**src/rtl/glue_pkg.sv**
```systemverilog
`timescale 1ns/1ps
package glue_pkg;

   // Byte-lane pair of active-low selects for a two-device memory bank.
   typedef struct packed {
      logic hi_n;
      logic lo_n;
   } lane_sel_t;

   // True when the half-open windows [b1, b1+s1) and [b2, b2+s2) share a byte.
   function automatic bit win_overlap(input longint unsigned b1, input longint unsigned s1,
                                      input longint unsigned b2, input longint unsigned s2);
      return (b1 < b2 + s2) && (b2 < b1 + s1);
   endfunction

   // True when size is a power of two and base sits on a multiple of it.
   function automatic bit win_aligned(input longint unsigned b, input longint unsigned s);
      return (s != 0) && ((s & (s - 1)) == 0) && ((b & (s - 1)) == 0);
   endfunction

endpackage

```
**src/rtl/cpu_bus_window.sv**
```systemverilog
`timescale 1ns/1ps
module cpu_bus_window #(
   parameter int unsigned       ADDR_W = 24,
   parameter logic [ADDR_W-1:0] BASE   = '0,
   parameter logic [ADDR_W-1:0] SIZE   = ADDR_W'(32'h0001_0000)
) (
   input  logic [ADDR_W-1:1] addr,
   output logic              hit
);
   import glue_pkg::*;

   localparam bit ALIGNED = win_aligned(longint'(BASE), longint'(SIZE));
   localparam logic [ADDR_W:0] LAST = {1'b0, BASE} + {1'b0, SIZE} - 1'b1;

   logic [ADDR_W-1:0] byte_addr;
   assign byte_addr = {addr, 1'b0};

   initial begin
      if (SIZE == '0) $error("cpu_bus_window: window size must be non-zero");
      if (SIZE[0]) $error("cpu_bus_window: window size must be a whole number of words");
      if (LAST[ADDR_W]) $error("cpu_bus_window: window runs past the address space");
   end

   generate
      if (ALIGNED) begin : g_mask
         // Power-of-two, aligned window: compare only the bits above the size.
         localparam logic [ADDR_W-1:0] MASK = ~(SIZE - 1'b1);
         assign hit = ((byte_addr & MASK) == BASE);
      end else begin : g_range
         // Arbitrary window: two magnitude compares.
         assign hit = ({1'b0, byte_addr} >= {1'b0, BASE}) &&
                      ({1'b0, byte_addr} <= LAST);
      end
   endgenerate

endmodule

```
**src/rtl/cpu_bus_lane.sv**
```systemverilog
`timescale 1ns/1ps
module cpu_bus_lane (
   input  logic                  region_sel,
   input  logic                  uds_n,
   input  logic                  lds_n,
   output glue_pkg::lane_sel_t   cs
);
   // region_sel already carries the address-strobe qualification.
   assign cs.hi_n = ~(region_sel & ~uds_n);
   assign cs.lo_n = ~(region_sel & ~lds_n);

   always_comb begin
      AST_HI_NEEDS_UDS: assert (cs.hi_n || !uds_n) else $error("upper select without upper strobe");
      AST_LO_NEEDS_LDS: assert (cs.lo_n || !lds_n) else $error("lower select without lower strobe");
   end

endmodule

```
**src/rtl/cpu_irq_encoder.sv**
```systemverilog
`timescale 1ns/1ps
module cpu_irq_encoder #(
   parameter int unsigned N_IRQ = 7,
   localparam int unsigned LVL_W = $clog2(N_IRQ + 1)
) (
   input  logic [N_IRQ:1]   req_n,
   output logic [LVL_W-1:0] lvl_n
);
   logic [LVL_W-1:0] lvl;

   initial begin
      if (N_IRQ < 1) $error("cpu_irq_encoder: at least one request line is needed");
   end

   // Ascending scan: the last asserted line seen is the highest one.
   always_comb begin
      lvl = '0;
      for (int i = 1; i <= N_IRQ; i++) begin
         if (!req_n[i]) lvl = LVL_W'(i);
      end
   end

   assign lvl_n = ~lvl;

   always_comb begin
      AST_IDLE_LEVEL: assert (!(&req_n) || (&lvl_n)) else $error("level not zero when idle");
      AST_TOP_LEVEL: assert (req_n[N_IRQ] || (lvl_n == ~LVL_W'(N_IRQ))) else $error("top request not encoded");
   end

endmodule

```
**src/rtl/cpu_bus_glue.sv**
```systemverilog
`timescale 1ns/1ps
module cpu_bus_glue #(
   parameter int unsigned       ADDR_W   = 24,
   parameter int unsigned       N_IRQ    = 7,
   parameter logic [ADDR_W-1:0] ROM_BASE = ADDR_W'(32'h0000_0000),
   parameter logic [ADDR_W-1:0] ROM_SIZE = ADDR_W'(32'h0004_0000),
   parameter logic [ADDR_W-1:0] RAM_BASE = ADDR_W'(32'h0010_0000),
   parameter logic [ADDR_W-1:0] RAM_SIZE = ADDR_W'(32'h0004_0000),
   parameter bit                IO_EN    = 1'b1,
   parameter logic [ADDR_W-1:0] IO_BASE  = ADDR_W'(32'h0020_0000),
   parameter logic [ADDR_W-1:0] IO_SIZE  = ADDR_W'(32'h0001_0000),
   localparam int unsigned      LVL_W    = $clog2(N_IRQ + 1)
) (
   input  logic [ADDR_W-1:1] addr,
   input  logic              as_n,
   input  logic              uds_n,
   input  logic              lds_n,
   input  logic              rw,
   input  logic [N_IRQ:1]    irq_n,
   output logic              rd_n,
   output logic              wr_n,
   output logic              rom_hi_cs_n,
   output logic              rom_lo_cs_n,
   output logic              ram_hi_cs_n,
   output logic              ram_lo_cs_n,
   output logic              io_cs_n,
   output logic [LVL_W-1:0]  ipl_n
);
   import glue_pkg::*;

   initial begin
      if (win_overlap(longint'(ROM_BASE), longint'(ROM_SIZE),
                      longint'(RAM_BASE), longint'(RAM_SIZE)))
         $error("cpu_bus_glue: ROM and RAM windows overlap");
      if (IO_EN && win_overlap(longint'(IO_BASE), longint'(IO_SIZE),
                               longint'(ROM_BASE), longint'(ROM_SIZE)))
         $error("cpu_bus_glue: I/O and ROM windows overlap");
      if (IO_EN && win_overlap(longint'(IO_BASE), longint'(IO_SIZE),
                               longint'(RAM_BASE), longint'(RAM_SIZE)))
         $error("cpu_bus_glue: I/O and RAM windows overlap");
   end

   // ---------------- bus cycle qualification ----------------
   logic cyc;
   assign cyc  = ~as_n;
   assign rd_n = ~(cyc & rw);
   assign wr_n = ~(cyc & ~rw);

   // ---------------- address decode ----------------
   logic rom_hit, ram_hit, io_hit;

   cpu_bus_window #(.ADDR_W(ADDR_W), .BASE(ROM_BASE), .SIZE(ROM_SIZE)) u_rom_win (
      .addr (addr),
      .hit  (rom_hit)
   );

   cpu_bus_window #(.ADDR_W(ADDR_W), .BASE(RAM_BASE), .SIZE(RAM_SIZE)) u_ram_win (
      .addr (addr),
      .hit  (ram_hit)
   );

   generate
      if (IO_EN) begin : g_io
         cpu_bus_window #(.ADDR_W(ADDR_W), .BASE(IO_BASE), .SIZE(IO_SIZE)) u_io_win (
            .addr (addr),
            .hit  (io_hit)
         );
      end else begin : g_no_io
         assign io_hit = 1'b0;
      end
   endgenerate

   // ---------------- byte-lane split ----------------
   lane_sel_t rom_cs, ram_cs;

   cpu_bus_lane u_rom_lane (
      .region_sel (cyc & rom_hit),
      .uds_n      (uds_n),
      .lds_n      (lds_n),
      .cs         (rom_cs)
   );

   cpu_bus_lane u_ram_lane (
      .region_sel (cyc & ram_hit),
      .uds_n      (uds_n),
      .lds_n      (lds_n),
      .cs         (ram_cs)
   );

   assign rom_hi_cs_n = rom_cs.hi_n;
   assign rom_lo_cs_n = rom_cs.lo_n;
   assign ram_hi_cs_n = ram_cs.hi_n;
   assign ram_lo_cs_n = ram_cs.lo_n;
   assign io_cs_n     = ~(cyc & io_hit);

   // ---------------- interrupt prioritisation ----------------
   cpu_irq_encoder #(.N_IRQ(N_IRQ)) u_irq (
      .req_n (irq_n),
      .lvl_n (ipl_n)
   );

   // ---------------- checks ----------------
   logic any_cs;
   assign any_cs = ~(rom_hi_cs_n & rom_lo_cs_n & ram_hi_cs_n & ram_lo_cs_n & io_cs_n);

   always_comb begin
      AST_NO_CS_IDLE: assert (!as_n || (!any_cs && rd_n && wr_n)) else $error("select or strobe without address strobe");
      AST_STROBE_EXCL: assert (rd_n || wr_n) else $error("read and write strobes both active");
      AST_ONE_REGION: assert ($onehot0({~(rom_hi_cs_n & rom_lo_cs_n), ~(ram_hi_cs_n & ram_lo_cs_n), ~io_cs_n})) else $error("more than one region selected");
   end

endmodule

```
**config.mk**
```make
export PLATFORM = sky130hd
export DESIGN_NAME = cpu_bus_glue
export DESIGN_NICKNAME = d
export VERILOG_FILES = /design/src/rtl/glue_pkg.sv /design/src/rtl/cpu_bus_window.sv /design/src/rtl/cpu_bus_lane.sv /design/src/rtl/cpu_irq_encoder.sv /design/src/rtl/cpu_bus_glue.sv
export SDC_FILE = /design/constraint.sdc
export NUM_CORES = 1
export LEC_CHECK = 0
export ABC_CLOCK_PERIOD_IN_PS = 1800
export BUFFER_PORTS_ARGS = -buffer_cell sky130_fd_sc_hd__buf_2
export CAP_MARGIN = 20
export CORE_AREA = 4 4 41 43
export DETAILED_ROUTE_END_ITERATION = 10
export DIE_AREA = 0 0 45 47
export PLACE_DENSITY = 0.62
export REMOVE_ABC_BUFFERS = 1
export SLEW_MARGIN = 20
export SYNTH_ARGS = -nofsm -noshare
export SYNTH_HDL_FRONTEND = slang
export SYNTH_SLANG_ARGS = --single-unit
```
**constraint.sdc**
```tcl
create_clock -name vclk -period 1.8
set_input_delay 0.18 -clock vclk [all_inputs]
set_output_delay 0.18 -clock vclk [all_outputs]
set_load 0.05 [all_outputs]
```
Yosys cells after proc, flatten, opt, wreduce, memory -nomap -nowiden. Index checks and enable logic that the tools add are counted.

Register bits: 0. Output and inout port bits: 10. Logic and storage cells: 31.

Equality and inequality tests: 2. Multiplexer cells: 7. Bitwise logic cells: 21. Reduce and logical (&&, ||, !) cells: 1.

Operators by type and width (number): 24-bit logical NOT (1); 3-bit 2-to-1 mux (4); 1-bit inverter (11); 1-bit AND (9); 8-bit by 6-bit equality test with 1-bit output (second input constant) (1); 6-bit by 3-bit equality test with 1-bit output (second input constant) (1); 2-bit 2-to-1 mux (2); 3-bit inverter (1); 1-bit 2-to-1 mux (1).

Depth between registers and ports, before layout.
Word-level depth: 8. Depth in mapped cells: 3. Gate-level depth less buffers: 3.

Cells and area by module. Synthesis repeated with hierarchy kept, for this count alone.

Cells, all modules: 26. Area, all modules: 157.7 um2.

Modules (own cells, without submodules): cpu_irq_encoder (instances 1, cells an instance 10, area each 43.8 um2, seq. area each 0.0 um2); cpu_bus_glue (instances 1, cells an instance 5, area each 31.3 um2, seq. area each 0.0 um2); cpu_bus_lane (instances 2, cells an instance 2, area each 12.5 um2, seq. area each 0.0 um2); cpu_bus_window (g_io.u_io_win) (instances 1, cells an instance 3, area each 20.0 um2, seq. area each 0.0 um2); cpu_bus_window (u_ram_win) (instances 1, cells an instance 2, area each 20.0 um2, seq. area each 0.0 um2); cpu_bus_window (u_rom_win) (instances 1, cells an instance 2, area each 17.5 um2, seq. area each 0.0 um2).

Worst setup path before layout. Ideal clock, no wire load.

Path type: input to output. From: input port as_n. To: output port ram_hi_cs_n. Data arrival time: 1.213 ns. Data required time: 1.620 ns. Path slack: 0.407 ns. Stages on the path: 3. Buffers on the path: 0. Cell sequence: or4_4 nor3b_2 nand2_1.

Cells in the longest elaborated chain, start to end: 4.

RTL lines: start: declaration (RTL line cpu_bus_glue.sv:15) `input logic as_n,`; 1-bit inverter (RTL line cpu_bus_glue.sv:45) `assign cyc = ~as_n;`; 1-bit AND (RTL line cpu_bus_glue.sv:84) `.region_sel (cyc & ram_hit),`; 1-bit AND (RTL line cpu_bus_lane.sv:9) `assign cs.hi_n = ~(region_sel & ~uds_n);`; 1-bit inverter (RTL line cpu_bus_lane.sv:9); end: declaration (RTL line cpu_bus_glue.sv:24) `output logic ram_hi_cs_n,`.

No other way between the ends.

Worst setup path after layout.
From: input port as_n. To: output port ram_lo_cs_n.

Cells in the longest elaborated chain, start to end: 4.

RTL lines: 1-bit inverter (RTL line cpu_bus_glue.sv:45); 1-bit AND (RTL line cpu_bus_glue.sv:84); 1-bit AND (RTL line cpu_bus_lane.sv:10) `assign cs.lo_n = ~(region_sel & ~lds_n);`; 1-bit inverter (RTL line cpu_bus_lane.sv:10); end: declaration (RTL line cpu_bus_glue.sv:25) `output logic ram_lo_cs_n,`.

No other way between the ends.

==> impl_metrics.env <==
export IMPL_max_freq_ghz=0.6700
export IMPL_layout_commonest_cell="buf_2"
export IMPL_arrival_ns=1.31
export IMPL_ys_seq_area_share_pct=0
export IMPL_max_stage_delay_ns=0.55
export IMPL_fin_tns_setup_ns=0
export IMPL_worst_setup_path_start_kind="input pin"
export IMPL_finalWeightedCongestion=0.6679
export IMPL_finalPower_uw=65.45
export IMPL_multi_input_comb_area_sq_um=121.4
export IMPL_diodes=0
export IMPL_p_comb_share_pct=100.0
export IMPL_cp_end_kind="primary output"
export IMPL_drive_gt1_share_pct=60.38
export IMPL_hold_violations=0
export IMPL_wl_per_cell_um=8.191
export IMPL_cell_internal_pwr_uw=25.21
export IMPL_setup_violations=0
export IMPL_p_switching_uw=40.24
export IMPL_seq_cell_count=0
export IMPL_num_vias=270
export IMPL_drt_pass1_iter_count=1
export IMPL_viasPerCell=3.971
export IMPL_rows=13
export IMPL_status="finished clean"
export IMPL_crit_path_cell_trace="buf_2 > or4_4 > nor3b_2 > nand2_1 > buf_2"
export IMPL_synth_area_leaders="nand2_1, nor2_1, nor3b_2"
export IMPL_yosys_warnings=0
export IMPL_cp_startpoint="as_n"
export IMPL_power_density_nw_per_um2=223.6
export IMPL_post_cts_buffers=0
export IMPL_syn_area_per_cell_sq_um=5.370
export IMPL_layout_nets=89
export IMPL_path_common_cell="buf_2"
export IMPL_track_usage_pct=5.429
export IMPL_critical_path_class="input pin to primary output"
export IMPL_grt_pass1_vias=252
export IMPL_yosysUniqueCellTypes=13
export IMPL_period_minus_slack_ns=1.492
export IMPL_syn_cell_area_sq_um=128.9
export IMPL_drc=0
export IMPL_peakVddDrop_mv=0.05392
export IMPL_drv_cap=0
export IMPL_antenna_found_initial=0
export IMPL_fill_cells=158
export IMPL_portBuffers=29
export IMPL_worst_pin_slew_ns=0.2648
export IMPL_rsz0062_at_grt="no"
export IMPL_worstPathMaxFanout=3
export IMPL_ctsHoldBuffers=0
export IMPL_chipWidth_um=45
export IMPL_grt_pass1_wl_um=924
export IMPL_cts_resized=0
export IMPL_power_frac_seq_pct=0
export IMPL_final_antenna_net_count=0
export IMPL_grt_overflow_total=0
export IMPL_period_share_pct=82.92
export IMPL_hold_slack_ns=0.6956
export IMPL_final_cell_mix="buf_2, nand2_1, nor2_1"
export IMPL_relSlewSlack_pct=82.10
export IMPL_wirelength_um=557
export IMPL_dieHeight_um=47
export IMPL_yosysTopAreaCellShare_pct=20.39
export IMPL_syn_inst=24
export IMPL_slew_violations=0
export IMPL_hold_path_class="input pin to primary output"
export IMPL_core_sq_um=1301
export IMPL_crit_slowest_cell="or4_4"
export IMPL_syn2layout_area_growth_pct=127.2
export IMPL_dieArea_sq_um=2115
export IMPL_io_pins=44
export IMPL_min_delay_start="rw"
export IMPL_seq_area_sq_um=0
export IMPL_clock_buffer_count=0
export IMPL_clkPwrFrac_pct=0
export IMPL_worstPathRequired_ns=1.62
export IMPL_drt_iter0_markers=0
export IMPL_synth_top_cell_by_area="nand2_1"
export IMPL_p_leak_uw=0.0001498
export IMPL_grt_max_degree=4
export IMPL_start_util_pct=9.904
export IMPL_swShare_pct=61.49
## worst max-delay path: cells and delay by family
kind | cells | cell delay [ns]
AND/OR/NAND/NOR | 3 | 0.81
buffers and inverters | 2 | 0.32
## cells by family (layout without fill, tap and decap cells)
logic type	count (synthesis)	count (layout)	synth area share [%]
buffers and inverters	2	31	5.827
AO/OA/AOI/OAI	4	4	16.50
AND/OR/NAND/NOR	18	18	77.68
## per-layer routing
| metal | GRT usage [%] | up-vias | share of wire, % |
|---|---|---|---|
| li1 | - | 141 | - |
| met1 | 7.416 | 108 | 35 |
| met2 | 10.17 | 21 | 48 |
| met3 | 0 | 0 | 17 |
| met4 | 0 | 0 | 0 |
| met5 | 0 | - | 0 |
## metrics by stage
stage | instance area (sq um) | util (%) | instances | worst slack (ns)
2_1_floorplan | 128.9 | - | 24 | 0.4072
3_3_place_gp | 292.8 | 22.50 | 68 | 0.3194
4_1_cts | 292.8 | 22.50 | 68 | 0.3048
6_report | 292.8 | 22.50 | 68 | 0.3075
5_1_grt | 292.8 | 22.50 | 68 | 0.2638
3_5_place_dp | 292.8 | 22.50 | 68 | 0.3048
## cells in the mapped netlist
library cell	number
nand2_1	7
nor2_1	5
inv_1	2
a21oi_1	1
a31oi_1	1
nand2b_1	1
nor3_2	1
nor3b_2	1
nor4b_1	1
o21ai_0	1
o21ai_1	1
or2_1	1
or4_4	1
## power by group through the flow
stage          Clock (uW)  Combinational, uW  Sequential [uW]
2_1_floorplan           0               34.5                0
3_3_place_gp            0               65.3                0
3_5_place_dp            0               66.2                0
4_1_cts                 0               66.4                0
5_1_grt                 0               72.4                0
6_report                0               65.5                0
## worst paths after layout
kind                          end  slack [ns]  cells after the start
worst max-delay path  ram_lo_cs_n        0.31                      5
worst min-delay path         rd_n        0.70                      3
## area by class of cell
| cell class | instances | area share, % |
|---|---|---|
| multi-input cells | 22 | 41.45 |
| well taps | 15 | 6.410 |
| repair buffers | 29 | 49.57 |
| inverters | 2 | 2.564 |
No activity file was read; power rests on OpenSTA's default activity.
